==> src/rtl/dec_adj_pkg.sv <==
package dec_adj_pkg;

  typedef enum logic [1:0] {
    OP_UNP_ADD = 2'b00,
    OP_UNP_SUB = 2'b01,
    OP_PRE_DIV = 2'b10,
    OP_PKD_ADD = 2'b11
  } adjOp_e;

  // strobes from control to datapath
  typedef struct packed {
    logic load;
    logic unpAdd;
    logic unpSub;
    logic preDiv;
    logic pkdAdd;
  } adjStrobe_t;

endpackage

==> src/rtl/dec_adj_ctrl.sv <==
module dec_adj_ctrl
  import dec_adj_pkg::*;
(
  input  logic       adjValid,
  input  logic [1:0] adjOp,
  output adjStrobe_t strobe
);

  always_comb begin
    strobe = '0;
    strobe.load = adjValid;
    if (adjValid) begin
      case (adjOp_e'(adjOp))
        OP_UNP_ADD: strobe.unpAdd = 1'b1;
        OP_UNP_SUB: strobe.unpSub = 1'b1;
        OP_PRE_DIV: strobe.preDiv = 1'b1;
        default:    strobe.pkdAdd = 1'b1;
      endcase
    end
  end

endmodule

==> src/rtl/dec_adj_datapath.sv <==
module dec_adj_datapath
  import dec_adj_pkg::*;
#(
  parameter int BYTE_W = 8,
  parameter int RADIX  = 10
) (
  input  logic                clk,
  input  logic                rstN,
  input  adjStrobe_t          strobe,
  input  logic [2*BYTE_W-1:0] accIn,
  input  logic                afIn,
  input  logic                cfIn,
  output logic [2*BYTE_W-1:0] accOut,
  output logic                afOut,
  output logic                cfOut,
  output logic                sfOut,
  output logic                zfOut,
  output logic                pfOut
);

  localparam int NIB_W = BYTE_W / 2;
  localparam logic [NIB_W-1:0]  DIGIT_MAX = NIB_W'(RADIX - 1);
  localparam logic [BYTE_W-1:0] LOW_FIX   = BYTE_W'(16 - RADIX);
  localparam logic [BYTE_W-1:0] HIGH_FIX  = LOW_FIX << NIB_W;
  localparam logic [BYTE_W-1:0] PAIR_MAX  = (BYTE_W'(RADIX - 1) << NIB_W) | BYTE_W'(RADIX - 1);
  localparam logic [BYTE_W-1:0] RADIX_V   = BYTE_W'(RADIX);
  localparam logic [BYTE_W-1:0] ONE_V     = BYTE_W'(1);

  logic [BYTE_W-1:0] hiIn, loIn;
  logic              lowFix, upFix;
  logic [BYTE_W-1:0] unpLo, unpHi, unpLoSel, unpLoMasked, unpHiSel;
  logic [BYTE_W-1:0] pkdStep1, pkdLo;
  logic [BYTE_W-1:0] divLo;
  logic [BYTE_W-1:0] nextLo, nextHi;
  logic              nextAf, nextCf, useResFlags;

  assign hiIn   = accIn[2*BYTE_W-1:BYTE_W];
  assign loIn   = accIn[BYTE_W-1:0];
  assign lowFix = (loIn[NIB_W-1:0] > DIGIT_MAX) | afIn;
  assign upFix  = (loIn > PAIR_MAX) | cfIn;

  // unpacked add / subtract share one path
  assign unpLo       = strobe.unpSub ? (loIn - LOW_FIX) : (loIn + LOW_FIX);
  assign unpHi       = strobe.unpSub ? (hiIn - ONE_V)   : (hiIn + ONE_V);
  assign unpLoSel    = lowFix ? unpLo : loIn;
  assign unpHiSel    = lowFix ? unpHi : hiIn;
  assign unpLoMasked = {{(BYTE_W-NIB_W){1'b0}}, unpLoSel[NIB_W-1:0]};

  // packed add: second step keys off the original byte
  assign pkdStep1 = lowFix ? (loIn + LOW_FIX) : loIn;
  assign pkdLo    = upFix ? (pkdStep1 + HIGH_FIX) : pkdStep1;

  // division preparation: recombine two digits
  assign divLo = hiIn * RADIX_V + loIn;

  always_comb begin
    nextLo      = pkdLo;
    nextHi      = hiIn;
    nextAf      = lowFix;
    nextCf      = upFix;
    useResFlags = 1'b1;
    if (strobe.unpAdd || strobe.unpSub) begin
      nextLo      = unpLoMasked;
      nextHi      = unpHiSel;
      nextAf      = lowFix;
      nextCf      = lowFix;
      useResFlags = 1'b0;
    end else if (strobe.preDiv) begin
      nextLo = divLo;
      nextHi = '0;
      nextAf = 1'b0;
      nextCf = 1'b0;
    end
  end

  always_ff @(posedge clk or negedge rstN) begin
    if (!rstN) begin
      accOut <= '0;
      afOut  <= 1'b0;
      cfOut  <= 1'b0;
      sfOut  <= 1'b0;
      zfOut  <= 1'b0;
      pfOut  <= 1'b0;
    end else if (strobe.load) begin
      accOut <= {nextHi, nextLo};
      afOut  <= nextAf;
      cfOut  <= nextCf;
      sfOut  <= useResFlags & nextLo[BYTE_W-1];
      zfOut  <= useResFlags & (nextLo == '0);
      pfOut  <= useResFlags & ~(^nextLo);
    end
  end

endmodule

==> src/rtl/dec_adj_unit.sv <==
module dec_adj_unit
  import dec_adj_pkg::*;
#(
  parameter int BYTE_W = 8,
  parameter int RADIX  = 10
) (
  input  logic                clk,
  input  logic                rstN,
  input  logic                adjValid,
  input  logic [1:0]          adjOp,
  input  logic [2*BYTE_W-1:0] accIn,
  input  logic                afIn,
  input  logic                cfIn,
  output logic [2*BYTE_W-1:0] accOut,
  output logic                afOut,
  output logic                cfOut,
  output logic                sfOut,
  output logic                zfOut,
  output logic                pfOut
);

  adjStrobe_t strobe;

  dec_adj_ctrl u_ctrl (
    .adjValid (adjValid),
    .adjOp    (adjOp),
    .strobe   (strobe)
  );

  dec_adj_datapath #(.BYTE_W(BYTE_W), .RADIX(RADIX)) u_dp (
    .clk    (clk),
    .rstN   (rstN),
    .strobe (strobe),
    .accIn  (accIn),
    .afIn   (afIn),
    .cfIn   (cfIn),
    .accOut (accOut),
    .afOut  (afOut),
    .cfOut  (cfOut),
    .sfOut  (sfOut),
    .zfOut  (zfOut),
    .pfOut  (pfOut)
  );

endmodule

==> config.mk <==
export PLATFORM = sky130hd
export DESIGN_NAME = dec_adj_unit
export DESIGN_NICKNAME = d
export VERILOG_FILES = /design/src/rtl/dec_adj_pkg.sv /design/src/rtl/dec_adj_ctrl.sv /design/src/rtl/dec_adj_datapath.sv /design/src/rtl/dec_adj_unit.sv
export SDC_FILE = /design/constraint.sdc
export NUM_CORES = 1
export LEC_CHECK = 0
export BUFFER_PORTS_ARGS = -buffer_cell sky130_fd_sc_hd__clkbuf_2
export CAP_MARGIN = 10
export CORE_MARGIN = 3
export CORE_UTILIZATION = 52
export DETAILED_ROUTE_END_ITERATION = 8
export PLACE_DENSITY_LB_ADDON = 0.3
export SLEW_MARGIN = 10
export SYNTH_ARGS = -nofsm -noshare
export SYNTH_HDL_FRONTEND = slang
export SYNTH_SLANG_ARGS = --single-unit
==> constraint.sdc <==
create_clock -name clk -period 1.1 [get_ports clk]
set_input_delay 0 -clock clk [delete_from_list [all_inputs] [get_ports clk]]
set_output_delay 0 -clock clk [all_outputs]
set_load 0.02 [all_outputs]
==> flow_metrics.env, run 1 <==
export IMPL_outcome="aborted with a tool error"
export IMPL_failing_step="5_1_grt"
export IMPL_firstError="[ERROR DPL-0038] Utilization greater than 100%, impossible to legalize"
export IMPL_worst_ep_kind="register data pin"
export IMPL_clk_path_buf_depth=2
export IMPL_synth_area_per_cell_sq_um=8.61
export IMPL_root_buffer="clkbuf_8"
export IMPL_cts_sinks=20
export IMPL_numPortBuffers=43
export IMPL_htreeDepth=1
export IMPL_syn_num_nets=297
export IMPL_synth_top_area_share_pct=23.7
export IMPL_gp_congestion=0.867
export IMPL_synth_cells=245
export IMPL_syn_area_sq_mm=0.00211
export IMPL_grt_worst_endpoint="u_dp.pfOut$_DFFE_PN0P_/D"
export IMPL_die_w_um=69.7
export IMPL_yosys_area_top_type="dfrtp_1"
export IMPL_netlist_top_cells_count="a21oi_1, ha_1, dfrtp_1"
export IMPL_cts_buffers=3
export IMPL_yosys_warnings=0
export IMPL_ys_flop_type="dfrtp_1"
export IMPL_yosysUniqueCellTypes=53
export IMPL_ys_seq_elements=20
export IMPL_io_pins=44
export IMPL_rows=22
export IMPL_start_util_pct=55.9
export IMPL_synth_edf_count=0
export IMPL_synth_area_leaders="dfrtp_1, ha_1, xnor2_1"
export IMPL_place_hpwl_um=5060
export IMPL_die_height_um=69.7
export IMPL_grt_max_degree=36
export IMPL_synth_seq_area_share_pct=23.7
export IMPL_ys_async_sr_fraction_pct=100
-- kinds of logic after synthesis --
kind of cell               synth area share [%]
AOI/OAI and AO/OA                          24.8
and+or+nand+nor                            15.8
adders and majority gates                  18.8
buffers and inverters                      5.28
xor gates and xnor gates                   9.55
DFF                                        23.7
muxes                                      2.02
-- through the flow --
stage | area [sq um] | hold WS [ps] | cells | TNS [ps] | setup slack, ps
2_1_floorplan | 2300 | -296 | 245 | -7920 | -1450
3_3_place_gp | 3010 | -21.7 | 394 | -13530 | -1690
3_5_place_dp | 3010 | -22.0 | 394 | -14600 | -1760
4_1_cts | 3420 | 0.160 | 406 | -8130 | -1380
-- timing repair --
action                     CTS
pin swaps                   27
hold endpoints to repair    20
buffers inserted             8
setup endpoints to repair   18
resized for setup           53
hold buffers                 1
==> run 2: changes to the inputs <==
- CORE_UTILIZATION: 52 -> 37
- PLACE_DENSITY_LB_ADDON: 0.3 -> 0.15
==> run 2 against run 1 <==
  * The flow now finishes, with violations (negative hold slack, negative setup slack)
  * Synthesized area stayed put
  * Synthesized cell count unchanged
==> flow_metrics.env, run 2 <==
export IMPL_r2r_cells=1
export IMPL_ant_nets=0
export IMPL_irDropWorstVdd_mv=0.660
export IMPL_drtIter0Drc=90
export IMPL_cap_violations=0
export IMPL_cts_sinks=20
export IMPL_fin_crit_sh_pct=231
export IMPL_post_drt_wl_per_cell_um=14.7
export IMPL_gp_congestion=0.841
export IMPL_worstSkewPairLatency_ps=260
export IMPL_rows=26
export IMPL_wl_um=6370
export IMPL_netlist_top_cells_count="a21oi_1, ha_1, dfrtp_1"
export IMPL_io_pins=44
export IMPL_grt_ovfl_total=0
export IMPL_criticalPathCategory="in -> reg"
export IMPL_drive_gt1_share_pct=53.6
export IMPL_synth_area_per_cell_sq_um=8.61
export IMPL_wl_met1_um=2980
export IMPL_path_delay_family="adder cells"
export IMPL_min_delay_start="accIn[0]"
export IMPL_clock_fmax_ghz=0.393
export IMPL_die_height_um=81.5
export IMPL_clk_pin_slew_worst_paths_ps=80
export IMPL_worstMarginPinSlew_ps=479
export IMPL_grt_pass1_vias=2158
export IMPL_antenna_found_initial=0
export IMPL_crit_path_max_fanout=3
export IMPL_timing_rr_end="u_dp.accOut[6]"
export IMPL_powerDensity_mw_per_mm2=1040
export IMPL_die_area_sq_mm=0.00664
export IMPL_post_route_drc_count=0
export IMPL_regToRegStartpoint="u_dp.accOut[6]"
export IMPL_relSlewSlack_pct=67.6
export IMPL_power_leakage_nw=1.67
export IMPL_final_cell_area_sq_mm=0.00360
export IMPL_cp_end_kind="register"
export IMPL_start_util_pct=39.8
export IMPL_fin_util_pct=67.9
export IMPL_outcome="finished with violations"
export IMPL_viasPerCell=5.09
export IMPL_synth_seq_area_share_pct=23.7
export IMPL_max_stage_delay_ps=480
export IMPL_period_minus_slack_ps=2540
export IMPL_fin_skew_ps=0
export IMPL_fin_ws_ps=-1440
export IMPL_top_layer="met3"
export IMPL_rsz0062_at_grt="true"
export IMPL_die_w_um=81.5
export IMPL_pre_cts_slack_ps=-1750
export IMPL_core_area_sq_mm=0.00530
export IMPL_firstDrtPassIters=5
export IMPL_final_cells=434
export IMPL_min_delay_path_depth=2
export IMPL_finalMaxSlewViolations=0
export IMPL_yosys_area_top_type="dfrtp_1"
export IMPL_final_hold_viol_count=1
export IMPL_antenna_cells=0
export IMPL_yosysUniqueCellTypes=53
export IMPL_clk_path_buf_depth=2
export IMPL_grt_max_degree=37
export IMPL_largest_register_ffs=15
export IMPL_vias=2211
export IMPL_cts_buffers=3
export IMPL_met2_length_um=3230
export IMPL_synth_area_leaders="dfrtp_1, ha_1, xnor2_1"
export IMPL_synth_edf_count=0
export IMPL_yosys_warnings=0
export IMPL_finalSetupViolCount=17
export IMPL_start_kind="input pin"
export IMPL_ys_async_sr_fraction_pct=100
export IMPL_placed_cells=419
export IMPL_min_to="u_dp.accOut[0]"
export IMPL_crit_buf_inv=1
export IMPL_crit_chain="buf_8, ha_4, ha_4, fa_1, ha_4, o21ai_4, o21bai_1, a21oi_1, xnor2_1, nor2_1, nor2_1, ha_2, xor2_1, xnor2_1, o2bb2ai_1"
export IMPL_violations="negative hold slack, negative setup slack"
export IMPL_cp_arrival_ps=2680
export IMPL_ys_seq_elements=20
export IMPL_htreeDepth=1
export IMPL_ys_flop_type="dfrtp_1"
export IMPL_crit_top_cell="ha_4"
export IMPL_root_buffer="clkbuf_8"
export IMPL_tritoncts="yes"
export IMPL_crit_required_ps=1240
export IMPL_placed_area_sq_mm=0.00306
export IMPL_slowest_stage="fa_1"
export IMPL_wl_met3_um=166
export IMPL_numPortBuffers=43
export IMPL_final_cell_mix="buf_4, clkbuf_2, dfrtp_1"
export IMPL_largest_register="u_dp.accOut"
export IMPL_syn_area_sq_mm=0.00211
export IMPL_grt_pass1_wl_um=10300
export IMPL_syn_num_nets=297
export IMPL_holdWs_ps=-0.728
export IMPL_synth_cells=245
export IMPL_synth_top_area_share_pct=23.7
export IMPL_layout_commonest_cell="buf_4"
export IMPL_rrSetupSlack_ps=260
export IMPL_place_hpwl_um=4870
export IMPL_track_usage_pct=19.9
export IMPL_nets=417
export IMPL_synthToLayoutAreaGrowth_pct=70.7
export IMPL_hold_class="in -> reg"
run 2: per-stage QoR:
stage / power (mW) / setup TNS, ps
finish: 3.74 / -8640
global route: 4.00 / -10090
CTS: 3.60 / -8530
detailed placement: 2.65 / -14480
global placement: 2.64 / -14230
floorplan: 1.96 / -7920
run 2: how the worst max path moves through the flow:
stage,startpoint,endpoint,cells after the start
4_1_cts,accIn[9],u_dp.pfOut,15
3_3_place_gp,accIn[9],u_dp.pfOut,14
2_1_floorplan,accIn[9],u_dp.pfOut,13
5_1_grt,accIn[9],u_dp.pfOut,15
6_report,accIn[9],u_dp.pfOut,15
3_5_place_dp,accIn[9],u_dp.pfOut,14
run 2: per-layer routing:
| metal | vias to the layer above | track usage (%) |
|---|---|---|
| met5 | - | 0 |
| met4 | 0 | 3.04 |
| met3 | 0 | 1.32 |
| met2 | 38 | 35.0 |
| met1 | 1051 | 27.0 |
| li1 | 1122 | - |
run 2: cell families (layout without fill, tap and decap cells):
logic type	after synthesis	count (layout)	share of synthesized area [%]
compound gates	79	79	24.8
xor+xnor	23	23	9.55
fa+ha+maj	30	30	18.8
buf+inv	24	143	5.28
flops	20	20	23.7
mux	4	4	2.02
simple gates	65	65	15.8
run 2: final cells by class:
type                    instances  area, sq um
clock buffers                   3         41.3
clock inverters                 1         30.0
fillers                       408         1700
inverters                      11         48.8
multi-input cells             201         1940
flip-flops and latches         20          500
well taps                      70         87.6
repair buffers                128          952
run 2: what timing repair did:
item	in CTS	in global routing
setup endpoints to repair	18	18
hold buffers	1	0
pin swaps	29	22
endpoints found under the hold margin	20	0
buffers inserted	9	6
resized for setup	45	32
run 2: power by group:
part | total [mW] | switching [mW] | internal, mW | leakage (nW)
Sequential | 0.909 | 0.0652 | 0.844 | 0.242
Combinational | 2.10 | 1.03 | 1.08 | 1.39
Clock | 0.724 | 0.239 | 0.485 | 0.0357
(Power assumes the default switching activity.)
==> run 3: changes to the inputs <==
- clock period: 1.1 -> 2.5 ns (I/O delays scaled with it)
==> run 3 against run 2 <==
  * The run now ends clean
  * Design area fell by 24%
  * Flip-flop and latch count is the same
  * Power shrank 64%
  * Die area is the same
  * Largest cell class unchanged
  * Highest routed layer is now met4
==> flow_metrics.env, run 3 (synthesis results as in run 2) <==
export IMPL_outcome="finished, final reports clean"
export IMPL_start_kind="input pin"
export IMPL_worstMarginPinSlew_ps=535
export IMPL_finalMaxSlewViolations=0
export IMPL_fill_cells=506
export IMPL_die_height_um=81.5
export IMPL_antenna_found_initial=0
export IMPL_cts_buffers=3
export IMPL_die_w_um=81.5
export IMPL_largest_register="u_dp.accOut"
export IMPL_p_seq_share_pct=29.7
export IMPL_powerDensity_mw_per_mm2=490
export IMPL_power_total_mw=1.34
export IMPL_cts_sinks=20
export IMPL_area_sequential_sq_um=500
export IMPL_firstDrtPassIters=4
export IMPL_largest_register_ffs=15
export IMPL_layout_commonest_cell="clkbuf_2"
export IMPL_final_cell_mix="clkbuf_2, buf_4, a21oi_1"
export IMPL_rsz0062_at_grt="true"
export IMPL_comb_power_share_pct=51.7
export IMPL_min_delay_path_depth=3
export IMPL_fin_crit_sh_pct=98.2
export IMPL_place_hpwl_um=4510
export IMPL_post_drt_wl_per_cell_um=14.6
export IMPL_power_leakage_nw=1.32
export IMPL_post_route_drc_count=0
export IMPL_period_minus_slack_ps=2450
export IMPL_wl_um=5580
export IMPL_cp_end_kind="register"
export IMPL_crit_top_cell="ha_4"
export IMPL_p_sw_mw=0.504
export IMPL_grt_ovfl_total=0
export IMPL_crit_required_ps=2650
export IMPL_cap_violations=0
export IMPL_holdWs_ps=23.9
export IMPL_grt_pass1_wl_um=9230
export IMPL_viasPerCell=5.08
export IMPL_fin_util_pct=51.5
export IMPL_irDropWorstVdd_mv=0.267
export IMPL_htreeDepth=1
export IMPL_start_util_pct=39.8
export IMPL_vias=1946
export IMPL_rrSetupSlack_ps=1650
export IMPL_cp_arrival_ps=2600
export IMPL_finalSetupViolCount=0
export IMPL_fin_skew_ps=0
export IMPL_crit_path_max_fanout=3
export IMPL_worstSkewPairLatency_ps=250
export IMPL_grt_max_degree=37
export IMPL_nets=366
export IMPL_gp_congestion=0.858
export IMPL_drive_gt1_share_pct=31.0
export IMPL_numPortBuffers=43
export IMPL_root_buffer="clkbuf_8"
export IMPL_hold_class="in -> reg"
export IMPL_clkPwrFrac_pct=18.6
export IMPL_clk_pin_slew_worst_paths_ps=80
export IMPL_track_usage_pct=18.0
export IMPL_p_sw_share_pct=37.7
export IMPL_final_cells=383
export IMPL_grt_pass1_vias=1946
export IMPL_drtIter0Drc=90
export IMPL_ant_nets=0
export IMPL_crit_chain="clkbuf_2, ha_4, ha_4, fa_1, ha_4, o21ai_2, o21bai_1, a21oi_1, xnor2_1, nor2_2, nor2_1, ha_1, xor2_1, xnor2_1, o2bb2ai_1"
export IMPL_clk_path_buf_depth=2
export IMPL_placed_cells=376
export IMPL_setup_tns_ps=0
export IMPL_synthToLayoutAreaGrowth_pct=29.5
export IMPL_core_area_sq_mm=0.00530
export IMPL_multi_input_area_sq_mm=0.00157
export IMPL_clock_fmax_ghz=0.407
export IMPL_internal_power_mw=0.833
export IMPL_final_hold_viol_count=0
export IMPL_relSlewSlack_pct=64.0
export IMPL_rows=26
export IMPL_slowest_stage="fa_1"
export IMPL_antenna_cells=0
export IMPL_die_area_sq_mm=0.00664
export IMPL_max_stage_delay_ps=480
export IMPL_r2r_cells=1
export IMPL_criticalPathCategory="in -> reg"
export IMPL_tritoncts="yes"
export IMPL_io_pins=44
## run 3: cell count changes in the layout (fill, tap and decap cells not counted), moves of 5 or more
cell,before,now
a21oi_1,19,26
a21oi_2,6,1
buf_4,71,32
buf_6,15,0
clkbuf_2,37,43
ha_1,13,21
ha_4,12,4
o21ai_0,6,13
## run 3: routing by layer
metal / share of wire, % / GRT usage [%] / vias up
li1: - / - / 1025
met5: 0 / 0 / -
met2: 48 / 30.7 / 39
met1: 47 / 23.8 / 878
met4: 0.79 / 3.89 / 0
met3: 4.1 / 2.85 / 4
## run 3: critical path: cells and delay by family
family,cells,cell delay (ps)
compound gates,4,350
xor+xnor,3,470
simple gates,2,210
buf+inv,1,110
fa+ha+maj,5,1470
## run 3: path summary, 6_finish.rpt
| check | from | end |
|---|---|---|
| max | accIn[9] | u_dp.pfOut |
| max in group asynchronous | rstN | u_dp.accOut[1] |
| min reg2reg | u_dp.cfOut | u_dp.cfOut |
| min | accIn[15] | u_dp.accOut[15] |
| max reg2reg | u_dp.accOut[6] | u_dp.accOut[6] |
| min in group asynchronous | rstN | u_dp.sfOut |
## run 3: cell type report
class / count / area share [%]
tap: 70 / 3.21
timing repair buffer: 77 / 17.4
multi-input combinational: 201 / 57.5
sequential: 20 / 18.3
clock buffer: 4 / 2.02
inverter: 11 / 1.51
## run 3: through the flow
step	setup WS (ps)	area (sq um)
2_1_floorplan	-51.0	2140
4_1_cts	3.23	2720
3_5_place_dp	-351	2600
6_report	45.9	2730
3_3_place_gp	-328	2600
5_1_grt	-71.7	2730
## run 3: what timing repair did
item / CTS / global route
endpoints found under the setup margin: 1 / 2
hold endpoints to repair: 21 / 0
hold buffers: 2 / 0
cloned: 0 / 0
pin swaps: 7 / 2
buffers inserted: 0 / 1
gates resized for setup: 5 / 2
## run 3: power by group through the flow
| stage | clock (mW) | sequential, mW | combinational (mW) |
|---|---|---|---|
| 2_1_floorplan | 0 | 0.463 | 0.368 |
| 3_3_place_gp | 0 | 0.405 | 0.661 |
| 3_5_place_dp | 0 | 0.405 | 0.662 |
| 4_1_cts | 0.259 | 0.399 | 0.689 |
| 5_1_grt | 0.271 | 0.404 | 0.764 |
| 6_report | 0.249 | 0.397 | 0.691 |
==> run 4: changes to the inputs <==
- CORE_UTILIZATION: 37 -> 51
==> run 4 against run 3 <==
  * The run now ends with negative setup slack left
  * Non-clock buffer count shrank 4
  * Global-route usage is 4.1 points higher
  * Flip-flop and latch count unchanged
  * Wire length decreased by 3.2%
  * Highest routed layer unchanged
  * Hold slack gained 24 ps
  * Sequential power about the same
  * Power increased by 5.7%
==> flow_metrics.env, run 4 (synthesis results as in run 2) <==
export IMPL_io_pins=44
export IMPL_fin_skew_ps=0
export IMPL_worstMarginPinSlew_ps=521
export IMPL_criticalPathCategory="in -> reg"
export IMPL_largest_register_ffs=15
export IMPL_finalMaxSlewViolations=0
export IMPL_die_w_um=70.3
export IMPL_irDropWorstVdd_mv=0.352
export IMPL_grt_ovfl_total=0
export IMPL_nets=362
export IMPL_core_area_sq_mm=0.00383
export IMPL_relSlewSlack_pct=64.9
export IMPL_worstSkewPairLatency_ps=260
export IMPL_multi_input_area_sq_mm=0.00157
export IMPL_vias=2011
export IMPL_fill_cells=328
export IMPL_drive_gt1_share_pct=30.1
export IMPL_largest_register="u_dp.accOut"
export IMPL_cp_end_kind="register"
export IMPL_cap_violations=0
export IMPL_finalSetupViolCount=1
export IMPL_power_leakage_nw=1.31
export IMPL_rrSetupSlack_ps=1670
export IMPL_hold_class="in -> reg"
export IMPL_grt_pass1_wl_um=8920
export IMPL_power_total_mw=1.41
export IMPL_firstDrtPassIters=4
export IMPL_fin_util_pct=70.4
export IMPL_final_cell_mix="clkbuf_2, buf_4, a21oi_1"
export IMPL_ant_nets=0
export IMPL_numPortBuffers=43
export IMPL_gp_congestion=0.933
export IMPL_antenna_found_initial=0
export IMPL_clk_path_buf_depth=2
export IMPL_place_hpwl_um=4290
export IMPL_final_cells=357
export IMPL_clock_fmax_ghz=0.394
export IMPL_cts_buffers=3
export IMPL_tritoncts="yes"
export IMPL_crit_required_ps=2660
export IMPL_holdWs_ps=47.7
export IMPL_cts_sinks=20
export IMPL_p_seq_share_pct=28.3
export IMPL_placed_cells=350
export IMPL_clkPwrFrac_pct=22.8
export IMPL_root_buffer="clkbuf_8"
export IMPL_track_usage_pct=22.0
export IMPL_grt_max_degree=37
export IMPL_outcome="finished with violations"
export IMPL_fin_ws_ps=-35.6
export IMPL_start_util_pct=55.1
export IMPL_drtIter0Drc=107
export IMPL_crit_path_max_fanout=3
export IMPL_viasPerCell=5.63
export IMPL_period_minus_slack_ps=2540
export IMPL_die_area_sq_mm=0.00494
export IMPL_internal_power_mw=0.905
export IMPL_synthToLayoutAreaGrowth_pct=27.7
export IMPL_start_kind="input pin"
export IMPL_die_height_um=70.3
export IMPL_htreeDepth=1
export IMPL_p_sw_share_pct=36.0
export IMPL_post_drt_wl_per_cell_um=15.1
export IMPL_cp_arrival_ps=2690
export IMPL_grt_pass1_vias=1964
export IMPL_layout_commonest_cell="clkbuf_2"
export IMPL_rsz0062_at_grt="true"
export IMPL_rows=22
export IMPL_post_route_drc_count=0
export IMPL_violations="negative setup slack"
export IMPL_clk_pin_slew_worst_paths_ps=70
export IMPL_wl_um=5400
export IMPL_antenna_cells=0
export IMPL_powerDensity_mw_per_mm2=525
export IMPL_p_sw_mw=0.509
export IMPL_fin_crit_sh_pct=101
export IMPL_final_hold_viol_count=0
export IMPL_area_sequential_sq_um=500
export IMPL_comb_power_share_pct=49.0
==> run 4: worst max-delay path: stages <==
cell,delay (ps)
clkbuf_8,120
ha_4,230
ha_4,160
fa_1,600
ha_4,230
a211oi_2,230
nor3_2,90
a22o_1,230
a22oi_2,120
ha_1,280
xor2_2,190
xnor2_1,140
o2bb2ai_1,70
==> run 4: worst paths after layout <==
path / from / endpoint / depth (start not counted)
max: accIn[11] / u_dp.pfOut / 13
min: accIn[15] / u_dp.accOut[15] / 3
max reg2reg: u_dp.accOut[6] / u_dp.accOut[6] / 1
min reg2reg: u_dp.pfOut / u_dp.pfOut / 1
max in group asynchronous: rstN / u_dp.accOut[13] / 2
min in group asynchronous: rstN / u_dp.sfOut / 2
==> run 4: metal layers <==
metal / routed length, um / GRT usage (%) / vias up
met3: 272 / 4.75 / 10
met4: 91 / 6.17 / 0
met5: 0 / 0 / -
li1: - / - / 1015
met1: 2440 / 28.3 / 933
met2: 2600 / 37.0 / 53
==> run 4: repair_timing <==
item	CTS	global route
setup buffers	0	1
endpoints found under the hold margin	21	0
setup endpoints to repair	1	2
gates resized for setup	5	3
pin swaps	13	6
hold buffers	2	0
==> run 4: final cells by class <==
cell class / count / area share [%]
Clock buffer: 3 / 1.53
Clock inverter: 1 / 1.12
Inverter: 11 / 1.53
Multi-Input combinational cell: 201 / 58.1
Sequential cell: 20 / 18.6
Tap cell: 48 / 2.23
Timing Repair Buffer: 73 / 16.9
==> run 4: through the flow <==
stage                     worst slack (ps)  TNS [ps]  instance area, sq um
after floorplan                      -51.0     -51.0                  2140
after global placement                -339      -452                  2540
after detailed placement              -438      -592                  2540
after CTS                            -4.54     -4.54                  2670
after global routing                  -134      -134                  2690
final                                -35.6     -35.6                  2690
==> run 4: power by group through the flow <==
stage / clock [mW] / combinational, mW / sequential [mW]
6_report: 0.322 / 0.692 / 0.400
5_1_grt: 0.342 / 0.757 / 0.405
4_1_cts: 0.329 / 0.676 / 0.400
3_5_place_dp: 0 / 0.652 / 0.405
3_3_place_gp: 0 / 0.640 / 0.404
2_1_floorplan: 0 / 0.368 / 0.463
